## src/rtl/ivr_pkg.sv

```systemverilog
package ivr_pkg;
    localparam int ADDR_W      = 40;
    localparam int VEC_W       = 128;
    localparam int VEC_BYTES   = 16;
    localparam int MIN_LOG2_DW = 3;

    localparam logic [2:0] REG_CTRL  = 3'd0;
    localparam logic [2:0] REG_BASE  = 3'd1;
    localparam logic [2:0] REG_WB_LO = 3'd2;
    localparam logic [2:0] REG_WB_HI = 3'd3;
    localparam logic [2:0] REG_RPTR  = 3'd4;
    localparam logic [2:0] REG_WPTR  = 3'd5;

    localparam int CB_RING    = 0;
    localparam int CB_INTR    = 1;
    localparam int CB_OVF     = 2;
    localparam int CB_WB      = 3;
    localparam int CB_REARM   = 4;
    localparam int CB_OVF_CLR = 5;
    localparam int CB_SIZE_LO = 8;

    typedef struct packed {
        logic [15:0] pasid;
        logic [7:0]  vmid;
        logic [7:0]  ring_id;
        logic [27:0] src_data;
        logic [7:0]  src_id;
    } ivr_event_t;

    typedef struct packed {
        logic       ring_en;
        logic       intr_en;
        logic       ovf_en;
        logic       wb_en;
        logic       rearm;
        logic [4:0] size_log2;
    } ivr_ctrl_t;

    typedef enum logic [1:0] {
        ST_IDLE = 2'd0,
        ST_VEC  = 2'd1,
        ST_WB   = 2'd2
    } ivr_state_t;

    // Four-dword vector image; the last dword stays zero.
    function automatic logic [VEC_W-1:0] pack_vector(ivr_event_t e);
        logic [31:0] w0, w1, w2, w3;
        w0 = {24'h0, e.src_id};
        w1 = {4'h0, e.src_data};
        w2 = {e.pasid, e.vmid, e.ring_id};
        w3 = 32'h0;
        return {w3, w2, w1, w0};
    endfunction
endpackage

```

## src/rtl/ivr_regs.sv

```systemverilog
module ivr_regs
    import ivr_pkg::*;
#(
    parameter int MAX_LOG2_DW = 14,
    parameter int PTR_W       = MAX_LOG2_DW + 2
) (
    input  logic              clk,
    input  logic              rst,
    input  logic              cfg_we,
    input  logic [2:0]        cfg_addr,
    input  logic [31:0]       cfg_wdata,
    output logic [31:0]       cfg_rdata,
    input  logic [31:0]       wptr_report,
    output logic              ring_en,
    output logic              intr_en,
    output logic              ovf_en,
    output logic              wb_en,
    output logic              rearm,
    output logic [31:0]       base,
    output logic [ADDR_W-1:0] wb_addr,
    output logic [PTR_W-1:0]  rptr,
    output logic [PTR_W-1:0]  ptr_mask,
    output logic [PTR_W-1:0]  sw_ptr_val,
    output logic              wptr_wr,
    output logic              rptr_wr,
    output logic              ovf_clr
);
    localparam logic [PTR_W-1:0] ALIGN_MASK = ~PTR_W'(VEC_BYTES - 1);

    ivr_ctrl_t   ctrl_q;
    logic [31:0] base_q;
    logic [31:0] wb_lo_q;
    logic [7:0]  wb_hi_q;
    logic [PTR_W-1:0] rptr_q;
    logic [4:0]  size_eff;
    logic [PTR_W:0] span;

    always_comb begin
        if (ctrl_q.size_log2 < 5'(MIN_LOG2_DW))
            size_eff = 5'(MIN_LOG2_DW);
        else if (ctrl_q.size_log2 > 5'(MAX_LOG2_DW))
            size_eff = 5'(MAX_LOG2_DW);
        else
            size_eff = ctrl_q.size_log2;
    end

    assign span       = (PTR_W+1)'(1) << (size_eff + 5'd2);
    assign ptr_mask   = PTR_W'(span - (PTR_W+1)'(1));
    assign sw_ptr_val = cfg_wdata[PTR_W-1:0] & ptr_mask & ALIGN_MASK;

    assign wptr_wr = cfg_we && (cfg_addr == REG_WPTR);
    assign rptr_wr = cfg_we && (cfg_addr == REG_RPTR);
    assign ovf_clr = cfg_we && (cfg_addr == REG_CTRL) && cfg_wdata[CB_OVF_CLR];

    always_ff @(posedge clk) begin
        if (rst) begin
            ctrl_q  <= '0;
            base_q  <= '0;
            wb_lo_q <= '0;
            wb_hi_q <= '0;
            rptr_q  <= '0;
        end else if (cfg_we) begin
            case (cfg_addr)
                REG_CTRL: begin
                    ctrl_q.ring_en   <= cfg_wdata[CB_RING];
                    ctrl_q.intr_en   <= cfg_wdata[CB_INTR];
                    ctrl_q.ovf_en    <= cfg_wdata[CB_OVF];
                    ctrl_q.wb_en     <= cfg_wdata[CB_WB];
                    ctrl_q.rearm     <= cfg_wdata[CB_REARM];
                    ctrl_q.size_log2 <= cfg_wdata[CB_SIZE_LO +: 5];
                end
                REG_BASE:  base_q  <= cfg_wdata;
                REG_WB_LO: wb_lo_q <= cfg_wdata;
                REG_WB_HI: wb_hi_q <= cfg_wdata[7:0];
                REG_RPTR:  rptr_q  <= sw_ptr_val;
                default: ;
            endcase
        end
    end

    always_comb begin
        case (cfg_addr)
            REG_CTRL:  cfg_rdata = {19'h0, ctrl_q.size_log2, 3'h0, ctrl_q.rearm,
                                    ctrl_q.wb_en, ctrl_q.ovf_en, ctrl_q.intr_en,
                                    ctrl_q.ring_en};
            REG_BASE:  cfg_rdata = base_q;
            REG_WB_LO: cfg_rdata = wb_lo_q;
            REG_WB_HI: cfg_rdata = {24'h0, wb_hi_q};
            REG_RPTR:  cfg_rdata = 32'(rptr_q);
            REG_WPTR:  cfg_rdata = wptr_report;
            default:   cfg_rdata = 32'h0;
        endcase
    end

    assign ring_en = ctrl_q.ring_en;
    assign intr_en = ctrl_q.intr_en;
    assign ovf_en  = ctrl_q.ovf_en;
    assign wb_en   = ctrl_q.wb_en;
    assign rearm   = ctrl_q.rearm;
    assign base    = base_q;
    assign wb_addr = {wb_hi_q, wb_lo_q};
    assign rptr    = rptr_q;
endmodule

```

## src/rtl/ivr_ctrl.sv

```systemverilog
module ivr_ctrl
    import ivr_pkg::*;
#(
    parameter int PTR_W = 16
) (
    input  logic              clk,
    input  logic              rst,
    input  logic              ring_en,
    input  logic              intr_en,
    input  logic              ovf_en,
    input  logic              wb_en,
    input  logic [31:0]       base,
    input  logic [ADDR_W-1:0] wb_addr,
    input  logic [PTR_W-1:0]  rptr,
    input  logic [PTR_W-1:0]  ptr_mask,
    input  logic [PTR_W-1:0]  sw_ptr_val,
    input  logic              wptr_wr,
    input  logic              ovf_clr,
    input  logic              ev_valid,
    input  ivr_event_t        ev,
    output logic              ev_ready,
    output logic              mem_req_valid,
    input  logic              mem_req_ready,
    output logic [ADDR_W-1:0] mem_req_addr,
    output logic [VEC_W-1:0]  mem_req_data,
    output logic              mem_req_wb,
    output logic              busy,
    output logic [PTR_W-1:0]  wptr,
    output logic              ovf_flag,
    output logic [31:0]       wptr_report
);
    ivr_state_t       state_q;
    logic [VEC_W-1:0] vec_q;
    logic [PTR_W-1:0] wptr_q;
    logic             ovf_q;
    logic [PTR_W-1:0] wptr_next;
    logic             ovf_hit;
    logic             vec_done;

    assign wptr_next   = (wptr_q + PTR_W'(VEC_BYTES)) & ptr_mask;
    assign ovf_hit     = ovf_en && (wptr_next == rptr);
    assign vec_done    = (state_q == ST_VEC) && mem_req_ready;
    assign wptr_report = 32'(wptr_q) | {31'h0, ovf_q};

    always_ff @(posedge clk) begin
        if (rst) begin
            state_q <= ST_IDLE;
            vec_q   <= '0;
            wptr_q  <= '0;
            ovf_q   <= 1'b0;
        end else begin
            if (ovf_clr)
                ovf_q <= 1'b0;
            case (state_q)
                ST_IDLE: if (ev_valid && ev_ready) begin
                    vec_q   <= pack_vector(ev);
                    state_q <= ST_VEC;
                end
                ST_VEC: if (vec_done) begin
                    wptr_q  <= wptr_next;
                    if (ovf_hit)
                        ovf_q <= 1'b1;
                    state_q <= wb_en ? ST_WB : ST_IDLE;
                end
                ST_WB: if (mem_req_ready)
                    state_q <= ST_IDLE;
                default: state_q <= ST_IDLE;
            endcase
            if (wptr_wr)
                wptr_q <= sw_ptr_val;
        end
    end

    always_comb begin
        ev_ready      = ring_en && intr_en && (state_q == ST_IDLE);
        busy          = (state_q != ST_IDLE);
        mem_req_valid = (state_q != ST_IDLE);
        mem_req_wb    = (state_q == ST_WB);
        if (state_q == ST_WB) begin
            mem_req_addr = wb_addr;
            mem_req_data = {96'h0, wptr_report};
        end else begin
            mem_req_addr = {base, 8'h00} + ADDR_W'(wptr_q);
            mem_req_data = vec_q;
        end
    end

    assign wptr     = wptr_q;
    assign ovf_flag = ovf_q;
endmodule

```

## src/rtl/ivr_irq.sv

```systemverilog
module ivr_irq (
    input  logic clk,
    input  logic rst,
    input  logic intr_en,
    input  logic rearm,
    input  logic pending,
    input  logic rptr_wr,
    output logic irq
);
    logic armed_q;

    assign irq = intr_en && pending && armed_q;

    always_ff @(posedge clk) begin
        if (rst)
            armed_q <= 1'b1;
        else if (rptr_wr || !rearm)
            armed_q <= 1'b1;
        else if (irq)
            armed_q <= 1'b0;
    end
endmodule

```

## src/rtl/ivr_writer.sv

```systemverilog
module ivr_writer
    import ivr_pkg::*;
#(
    parameter int MAX_LOG2_DW = 14
) (
    input  logic         clk,
    input  logic         rst,
    input  logic         cfg_we,
    input  logic [2:0]   cfg_addr,
    input  logic [31:0]  cfg_wdata,
    output logic [31:0]  cfg_rdata,
    input  logic         ev_valid,
    output logic         ev_ready,
    input  logic [7:0]   ev_src_id,
    input  logic [27:0]  ev_src_data,
    input  logic [7:0]   ev_ring_id,
    input  logic [7:0]   ev_vmid,
    input  logic [15:0]  ev_pasid,
    output logic         mem_req_valid,
    input  logic         mem_req_ready,
    output logic [39:0]  mem_req_addr,
    output logic [127:0] mem_req_data,
    output logic         mem_req_wb,
    output logic         irq,
    output logic         busy
);
    localparam int PTR_W = MAX_LOG2_DW + 2;

    logic              ring_en, intr_en, ovf_en, wb_en, rearm;
    logic [31:0]       base;
    logic [ADDR_W-1:0] wb_addr;
    logic [PTR_W-1:0]  rptr_q, wptr_q, ptr_mask, sw_ptr_val;
    logic              wptr_wr, rptr_wr, ovf_clr;
    logic              ovf_q;
    logic [31:0]       wptr_report;
    logic              pending;
    ivr_event_t        ev;

    assign ev = '{pasid: ev_pasid, vmid: ev_vmid, ring_id: ev_ring_id,
                  src_data: ev_src_data, src_id: ev_src_id};

    ivr_regs #(.MAX_LOG2_DW(MAX_LOG2_DW), .PTR_W(PTR_W)) u_regs (
        .clk(clk), .rst(rst),
        .cfg_we(cfg_we), .cfg_addr(cfg_addr), .cfg_wdata(cfg_wdata),
        .cfg_rdata(cfg_rdata), .wptr_report(wptr_report),
        .ring_en(ring_en), .intr_en(intr_en), .ovf_en(ovf_en),
        .wb_en(wb_en), .rearm(rearm), .base(base), .wb_addr(wb_addr),
        .rptr(rptr_q), .ptr_mask(ptr_mask), .sw_ptr_val(sw_ptr_val),
        .wptr_wr(wptr_wr), .rptr_wr(rptr_wr), .ovf_clr(ovf_clr)
    );

    ivr_ctrl #(.PTR_W(PTR_W)) u_ctrl (
        .clk(clk), .rst(rst),
        .ring_en(ring_en), .intr_en(intr_en), .ovf_en(ovf_en), .wb_en(wb_en),
        .base(base), .wb_addr(wb_addr), .rptr(rptr_q), .ptr_mask(ptr_mask),
        .sw_ptr_val(sw_ptr_val), .wptr_wr(wptr_wr), .ovf_clr(ovf_clr),
        .ev_valid(ev_valid), .ev(ev), .ev_ready(ev_ready),
        .mem_req_valid(mem_req_valid), .mem_req_ready(mem_req_ready),
        .mem_req_addr(mem_req_addr), .mem_req_data(mem_req_data),
        .mem_req_wb(mem_req_wb), .busy(busy),
        .wptr(wptr_q), .ovf_flag(ovf_q), .wptr_report(wptr_report)
    );

    assign pending = (wptr_q != rptr_q) || ovf_q;

    ivr_irq u_irq (
        .clk(clk), .rst(rst), .intr_en(intr_en), .rearm(rearm),
        .pending(pending), .rptr_wr(rptr_wr), .irq(irq)
    );
endmodule

```

## config.mk

```make
export PLATFORM = sky130hd
export DESIGN_NAME = ivr_writer
export DESIGN_NICKNAME = d
export VERILOG_FILES = /design/src/rtl/ivr_pkg.sv /design/src/rtl/ivr_regs.sv /design/src/rtl/ivr_ctrl.sv /design/src/rtl/ivr_irq.sv /design/src/rtl/ivr_writer.sv
export SDC_FILE = /design/constraint.sdc
export NUM_CORES = 1
export LEC_CHECK = 0
export ABC_CLOCK_PERIOD_IN_PS = 4100
export BUFFER_PORTS_ARGS = -buffer_cell sky130_fd_sc_hd__buf_2
export CORE_MARGIN = 1
export CORE_UTILIZATION = 48
export DETAILED_ROUTE_END_ITERATION = 6
export PLACE_DENSITY = 0.78
export SLEW_MARGIN = 10
export SYNTH_ARGS = -nofsm -noshare
export SYNTH_HDL_FRONTEND = slang
export SYNTH_SLANG_ARGS = --single-unit
export TNS_END_PERCENT = 50
```

## constraint.sdc

```tcl
create_clock -name clk -period 4.1 [get_ports clk]
set_input_delay 0.82 -clock clk [delete_from_list [all_inputs] [get_ports clk]]
set_output_delay 0.82 -clock clk [all_outputs]
set_load 0.02 [all_outputs]
```

==> Word level (Yosys, flattened, before mapping) <==
Index checks and enable logic that the tools add are counted.
{ "totals": {"word_cells": 85, "inputBits": 108, "ff_bits": 182, "out_inout_bits": 205} }
{ "classes": {"order_cmp": 2, "n_eq_ne": 12, "n_mux": 17, "bitwise_logic": 3, "n_reduce_logical": 30, "shifts": 1, "add_sub_neg": 4} }
{ "ops": {"columns": ["operator", "count"], "rows": [
  ["32-bit case mux with 6 select lines", 1],
  ["96-bit 2-to-1 mux", 1],
  ["16-bit 2-to-1 mux", 3],
  ["40-bit by 16-bit adder with 40-bit output", 1],
  ["40-bit 2-to-1 mux", 1],
  ["16-bit bitwise AND", 2],
  ["16-bit by 5-bit adder with 16-bit output (second input constant)", 1],
  ["16-bit == test", 1],
  ["16-bit inequality test", 1],
  ["16-bit by 1-bit bitwise OR with 16-bit output", 1],
  ["2-bit AND reduction", 8],
  ["1-bit by 5-bit left shift with 16-bit output (first input constant)", 1],
  ["16-bit by 1-bit subtractor with 16-bit output (second input constant)", 1],
  ["1-bit logical AND", 11],
  ["5-bit 2-to-1 mux", 2],
  ["2-bit 2-to-1 mux", 4],
  ["3-bit by 2-bit == test with 1-bit output (second input constant)", 2],
  ["3-bit == test (second input constant)", 2],
  ["2-bit case mux with 3 select lines", 1],
  ["2-bit nonzero test", 3],
  ["5-bit by 2-bit adder with 5-bit output (second input constant)", 1],
  ["5-bit by 4-bit greater-than comparator with 1-bit output (second input constant)", 1],
  ["5-bit by 2-bit less-than comparator with 1-bit output (second input constant)", 1],
  ["1-bit 2-to-1 mux", 4],
  ["other kinds (11)", 14]
]} }

==> Logic depth before layout (Yosys ltp) <==
{ "depth": {"ltp_word": 12, "depth_mapped": 19} }

==> Cells and area by module <==
A second synthesis with hierarchy kept.
{ "hier_totals": {"hier_cells": 1626, "area_unflattened_um2": 11544.8} }
{ "modules_own_cells": {"columns": ["module", "cells_per_inst", "area_each_um2", "seq_area_each_um2", "instances"], "rows": [
  ["ivr_ctrl", 902, 6224.7, 1741.7, 1],
  ["ivr_regs", 698, 5098.6, 1881.8, 1],
  ["ivr_writer", 22, 176.4, 0.0, 1],
  ["ivr_irq", 4, 45.0, 20.0, 1]
]} }

==> Worst setup path after synthesis <==
OpenSTA, ideal clock, no wires.
{ "synth_path": {"path_kind": "reg-to-reg", "from": "reg u_regs.ctrl_q[4] in the netlist's numbering", "to": "reg u_ctrl.ovf_q, in the netlist u_ctrl.ovf_flag", "slack_ps": -43, "arrival_ps": 4059, "required_ps": 4016, "path_stages_with_launch": 18, "period_less_slack_ps": 4143, "path_cell_list": "dfxtp_1 buf_2 clkbuf_1 or2_2 ha_1 buf_2 nor2_1 a21oi_2 or2_2 or3_1 ha_1 clkbuf_1 or4_1 o221a_2 mux2_4 a2111oi_2 nand4_1 o31ai_2"} }
{ "synth_between": {"elab_chain_len": 12} }
{ "synth_lines": {"columns": ["element", "line_no", "rtl"], "rows": [
  ["from (decl)", "ivr_regs.sv:30", "ivr_ctrl_t ctrl_q;"],
  ["5-bit by 4-bit greater-than comparator with 1-bit output", "ivr_regs.sv:41", "else if (ctrl_q.size_log2 > 5'(MAX_LOG2_DW))"],
  ["5-bit 2-to-1 mux", "ivr_regs.sv:41", null],
  ["5-bit 2-to-1 mux (*)", "ivr_regs.sv:39", "if (ctrl_q.size_log2 < 5'(MIN_LOG2_DW))"],
  ["5-bit by 2-bit adder with 5-bit output (*)", "ivr_regs.sv:47", "assign span = (PTR_W+1)'(1) << (size_eff + 5'd2);"],
  ["1-bit by 5-bit left shift with 16-bit output (*)", "ivr_regs.sv:47", null],
  ["16-bit by 1-bit subtractor with 16-bit output (*)", "ivr_regs.sv:48", "assign ptr_mask = PTR_W'(span - (PTR_W+1)'(1));"],
  ["16-bit bitwise AND (*)", "ivr_ctrl.sv:40", "assign wptr_next = (wptr_q + PTR_W'(VEC_BYTES)) & ptr_mask;"],
  ["16-bit == test (*)", "ivr_ctrl.sv:41", "assign ovf_hit = ovf_en && (wptr_next == rptr);"],
  ["1-bit logical AND (*)", "ivr_ctrl.sv:41", null],
  ["1-bit 2-to-1 mux (*)", "ivr_ctrl.sv:61", "if (ovf_hit)"],
  ["1-bit 2-to-1 mux (*)", "ivr_ctrl.sv:59", "ST_VEC: if (vec_done) begin"],
  ["1-bit 2-to-1 mux (*)", "ivr_ctrl.sv:54", "case (state_q)"],
  ["to (signal assigned)", "ivr_ctrl.sv:50", "ovf_q <= 1'b0;"],
  ["to (signal assigned)", "ivr_ctrl.sv:53", "ovf_q <= 1'b0;"],
  ["to (signal assigned)", "ivr_ctrl.sv:62", "ovf_q <= 1'b1;"],
  ["to (decl)", "ivr_ctrl.sv:35", "logic ovf_q;"]
]} }
Mark *: on every way between the ends. The rest lies on a longest branch, timed or not.
A chain may end at the register's enable or synchronous reset.

==> Worst setup path in the final report <==
{ "layout_path": {"from": "reg u_regs.base_q[10], in the netlist u_regs.base[10]", "to": "out mem_req_addr[29]"} }
{ "layout_between": {"elab_chain_len": 2} }
{ "layout_lines": {"columns": ["element", "line_no", "rtl"], "rows": [
  ["from (decl)", "ivr_regs.sv:31", "logic [31:0] base_q;"],
  ["from (signal assigned)", "ivr_regs.sv:72", "REG_BASE: base_q <= cfg_wdata;"],
  ["40-bit by 16-bit adder with 40-bit output", "ivr_ctrl.sv:83", "mem_req_addr = {base, 8'h00} + ADDR_W'(wptr_q);"],
  ["40-bit 2-to-1 mux", "ivr_ctrl.sv:79", "if (state_q == ST_WB) begin"],
  ["to (decl)", "ivr_writer.sv:21", "output logic [39:0] mem_req_addr,"]
]} }
No other way between the ends.

==> summary.txt <==
Status
  • Status: completed

Place
  • Post-DP HPWL: 25500 microns
  • Setup WS pre-CTS: 306 ps
  • GPL Wtd Cong: 0.932
  • PortBufs: 260

Critical path
  • Worst R2R End: u_ctrl.ovf_flag
  • Setup slack, reg-to-reg: 250 ps
  • RR Startpoint: u_regs.ctrl_q[2]
  • Setup CP Type: flip-flop to output port
  • Worst R2R Path Depth: 14
  • CP Max Fanout: 6
  • WP data arrival: 3050 ps
  • Crit path to: mem_req_addr[29]
  • Startpoint types: flip-flop
  • Critical path startpoint: u_regs.base[10]
  • Critical Path End Type: output port
  • Critical path data required time: 3280 ps

Finish
  • # nets final: 1829
  • Area delta synth->final: 17.6%
  • Commonest non-fill, non-tap cell in the layout: nand2_1
  • Seq. cell area: 3640 sq um
  • Filler cell count: 2080
  • Most frequent cells in the layout: 433 x nand2_1, 257 x buf_2, 204 x a21oi_1, 181 x dfxtp_1, 74 x nor2_1
  • Layout cell share with drive strength beyond 1: 21.2%
  • Final Util: 57.8%
  • Area of the multi-input gates: 6400 sq um
  • Antenna diodes: 0

Clock tree
  • Clk slew on worst S/H paths: 70 ps
  • Clock buffer depth: 2
  • Worst-Skew Late Latency: 440 ps
  • H-tree levels: 4
  • CTS tree: yes
  • CTS Buf Count: 17
  • Root buffer cell: clkbuf_16
  • Clock Sinks: 182

Worst hold path
  • Hold wc startpoint: u_regs.rearm
  • Worst hold path type: flip-flop to flip-flop

Yosys
  • Synth warnings: 0
  • Post-Syn Area: 10800 sq um
  • Synth cell types: 75
  • EDFF count, synth: 0
  • Synth Flop Type: dfxtp_1
  • Mapped Cells: 1512
  • Register bit count reported by yosys: 182
  • Synth area leaders: dfxtp_1 34%, nand2_1 15%, a21oi_1 9.5%
  • Area share of the largest cell type after synthesis: 33.9%
  • Synth Area per Inst: 7.11 sq um
  • Post-synth ARST share: 0%
  • Post-synth top area cell: dfxtp_1
  • Register area share after synthesis: 33.9%

Pwr
  • VDD IR max: 297 uV
  • Switching fraction of total power: 28.8%
  • Internal: 2.81 mW
  • Sequential power share: 46.2%
  • Combinational power share: 10.5%
  • Sw power: 1.14 mW
  • Power Density: 312 nW/um^2
  • Leakage Power: 5.32 nW
  • Clock share of power: 43.3%

STA
  • Fin. Hold Viols: 0
  • Final setup viols: 0
  • Final Max Slew Viols: 0
  • Fmax: 0.258 GHz
  • Fin crit period: 3870 ps
  • Clock skew: 15.4 ps
  • Fin Hold WS: 437 ps
  • Unrepaired setup endpoints after global routing: no
  • Slew @ Worst Pin: 1110 ps
  • Period utilization: 94.4%
  • Final TNS setup: 0 ps
  • Rel. slew slack: 26.1%
  • Post-route setup slack: 229 ps

Floorplanning
  • Chip Width: 152 microns
  • Ports: 313
  • Vert. Die Dim: 152 microns
  • Placeable Area: 21900 sq um
  • FP Rows: 54
  • Starting Density: 49.1%
  • Die area: 23000 sq um

GRT
  • Initial antenna violation count: 1
  • Overall routing resource usage: 29.9%
  • First-pass GRT wire length: 53300 microns
  • Remaining Overflow, GRT: 0
  • Largest net degree at the start of global routing: 97
  • Vias in the first global route: 9587

Drt
  • Final ANT Viol Nets: 0
  • Vias/cell: 5.68
  • Initial DRC count: 1145
  • Vias: 11.4k
  • First drt pass iteration count: 5
  • Residual DRC: 0
  • WL final: 35800 microns
  • Routed len/inst: 17.9 microns

Flow run
  • Max-Cap Viols: 0
-- worst min path at each step --
stage                     cells past startpoint  slack (ps)             to
after detailed placement                      1         420  u_irq.armed_q
after global placement                        1         420  u_irq.armed_q
after floorplan                               1         410  u_irq.armed_q
final                                         1         440  u_irq.armed_q
after global routing                          1         460  u_irq.armed_q
after CTS                                     1         440  u_irq.armed_q
-- flip-flops by register name, indices dropped and copies added, names as in the netlist --
| name | cells |
|---|---|
| u_ctrl.ovf_flag | 1 |
| u_ctrl.state_q | 2 |
| u_ctrl.vec_q | 68 |
| u_ctrl.wptr | 16 |
| u_irq.armed_q | 1 |
| u_regs.base | 32 |
| u_regs.ctrl_q | 5 |
| u_regs.intr_en | 1 |
| u_regs.ovf_en | 1 |
| u_regs.rearm | 1 |
| u_regs.ring_en | 1 |
| u_regs.rptr | 12 |
| u_regs.wb_en | 1 |
| u_regs.wb_hi_q | 8 |
| u_regs.wb_lo_q | 32 |
-- cell usage after synthesis, drive strengths merged, types with 6 or more instances --
| cell type | n |
|---|---|
| nor2b | 12 |
| nand3 | 21 |
| mux2i | 15 |
| nand4 | 10 |
| inv | 18 |
| or2 | 6 |
| nand2 | 435 |
| xnor2 | 35 |
| dfxtp | 182 |
| nand2b | 9 |
| nor3 | 16 |
| clkbuf | 96 |
| ha | 11 |
| xor2 | 24 |
| a22o | 16 |
| and2 | 73 |
| o31ai | 9 |
| nor2 | 74 |
| a21oi | 205 |
| o21ai | 52 |
| a221oi | 8 |
| buf | 72 |
| a211oi | 7 |
| and3 | 14 |
-- logic make-up after synthesis --
family | after synthesis | synth area share, %
buffers and inverters | 187 | 8.53
AOI/OAI and AO/OA | 343 | 18.9
other | 1 | 0.0349
xor gates and xnor gates | 59 | 4.81
and+or+nand+nor | 703 | 29.3
adders and majority gates | 12 | 1.47
DFF | 182 | 33.9
muxes | 25 | 3.00
-- stage by stage --
stage          cell area, sq um  total power [mW]  instances
4_1_cts                   12600              3.94       2001
2_1_floorplan             10900              2.15       1563
5_1_grt                   12600              4.06       2002
3_3_place_gp              12000              2.26       1968
6_report                  12600              3.94       2002
3_5_place_dp              12000              2.26       1968
-- what timing repair did --
| item | CTS | global route |
|---|---|---|
| endpoints found under the setup margin | 6 | 9 |
| hold buffers | 0 | 0 |
| resized for setup | 1 | 11 |
| setup buffers | 1 | 1 |
| pin swaps | 1 | 2 |
| gates cloned | 0 | 0 |
-- power groups by stage --
stage	clock network, mW	registers, mW	logic (mW)
global route	1.79	1.82	0.448
CTS	1.72	1.82	0.406
global placement	0	1.86	0.401
floorplan	0	1.84	0.304
detailed placement	0	1.86	0.404
finish	1.71	1.82	0.416
-- metal layers --
| metal | GRT usage (%) | part of all wire (%) | vias up | routed length (microns) |
|---|---|---|---|---|
| li1 | - | - | 5346 | - |
| met1 | 40.6 | 41 | 5289 | 14500 |
| met2 | 46.2 | 46 | 625 | 16600 |
| met3 | 5.78 | 9.6 | 108 | 3450 |
| met4 | 12.0 | 3.5 | 0 | 1250 |
| met5 | 0 | 0 | - | 0 |
-- area by class of cell --
class                      count  area share, %
inverter                      19          0.564
clock inverter                14           1.40
sequential                   182           28.8
tap                          280           2.77
clock buffer                  18           3.39
timing repair buffer         295           12.4
multi-input combinational   1194           50.6
-- worst max-delay path: stages (launching register included) --
cell	delay, ps
dfxtp_1	480
and3_1	240
and3_1	230
and4_1	250
nand3_1	200
a21oi_1	520
and3_1	250
xnor2_1	130
o21ai_1	100
buf_2	220
(Power assumes the default switching activity.)
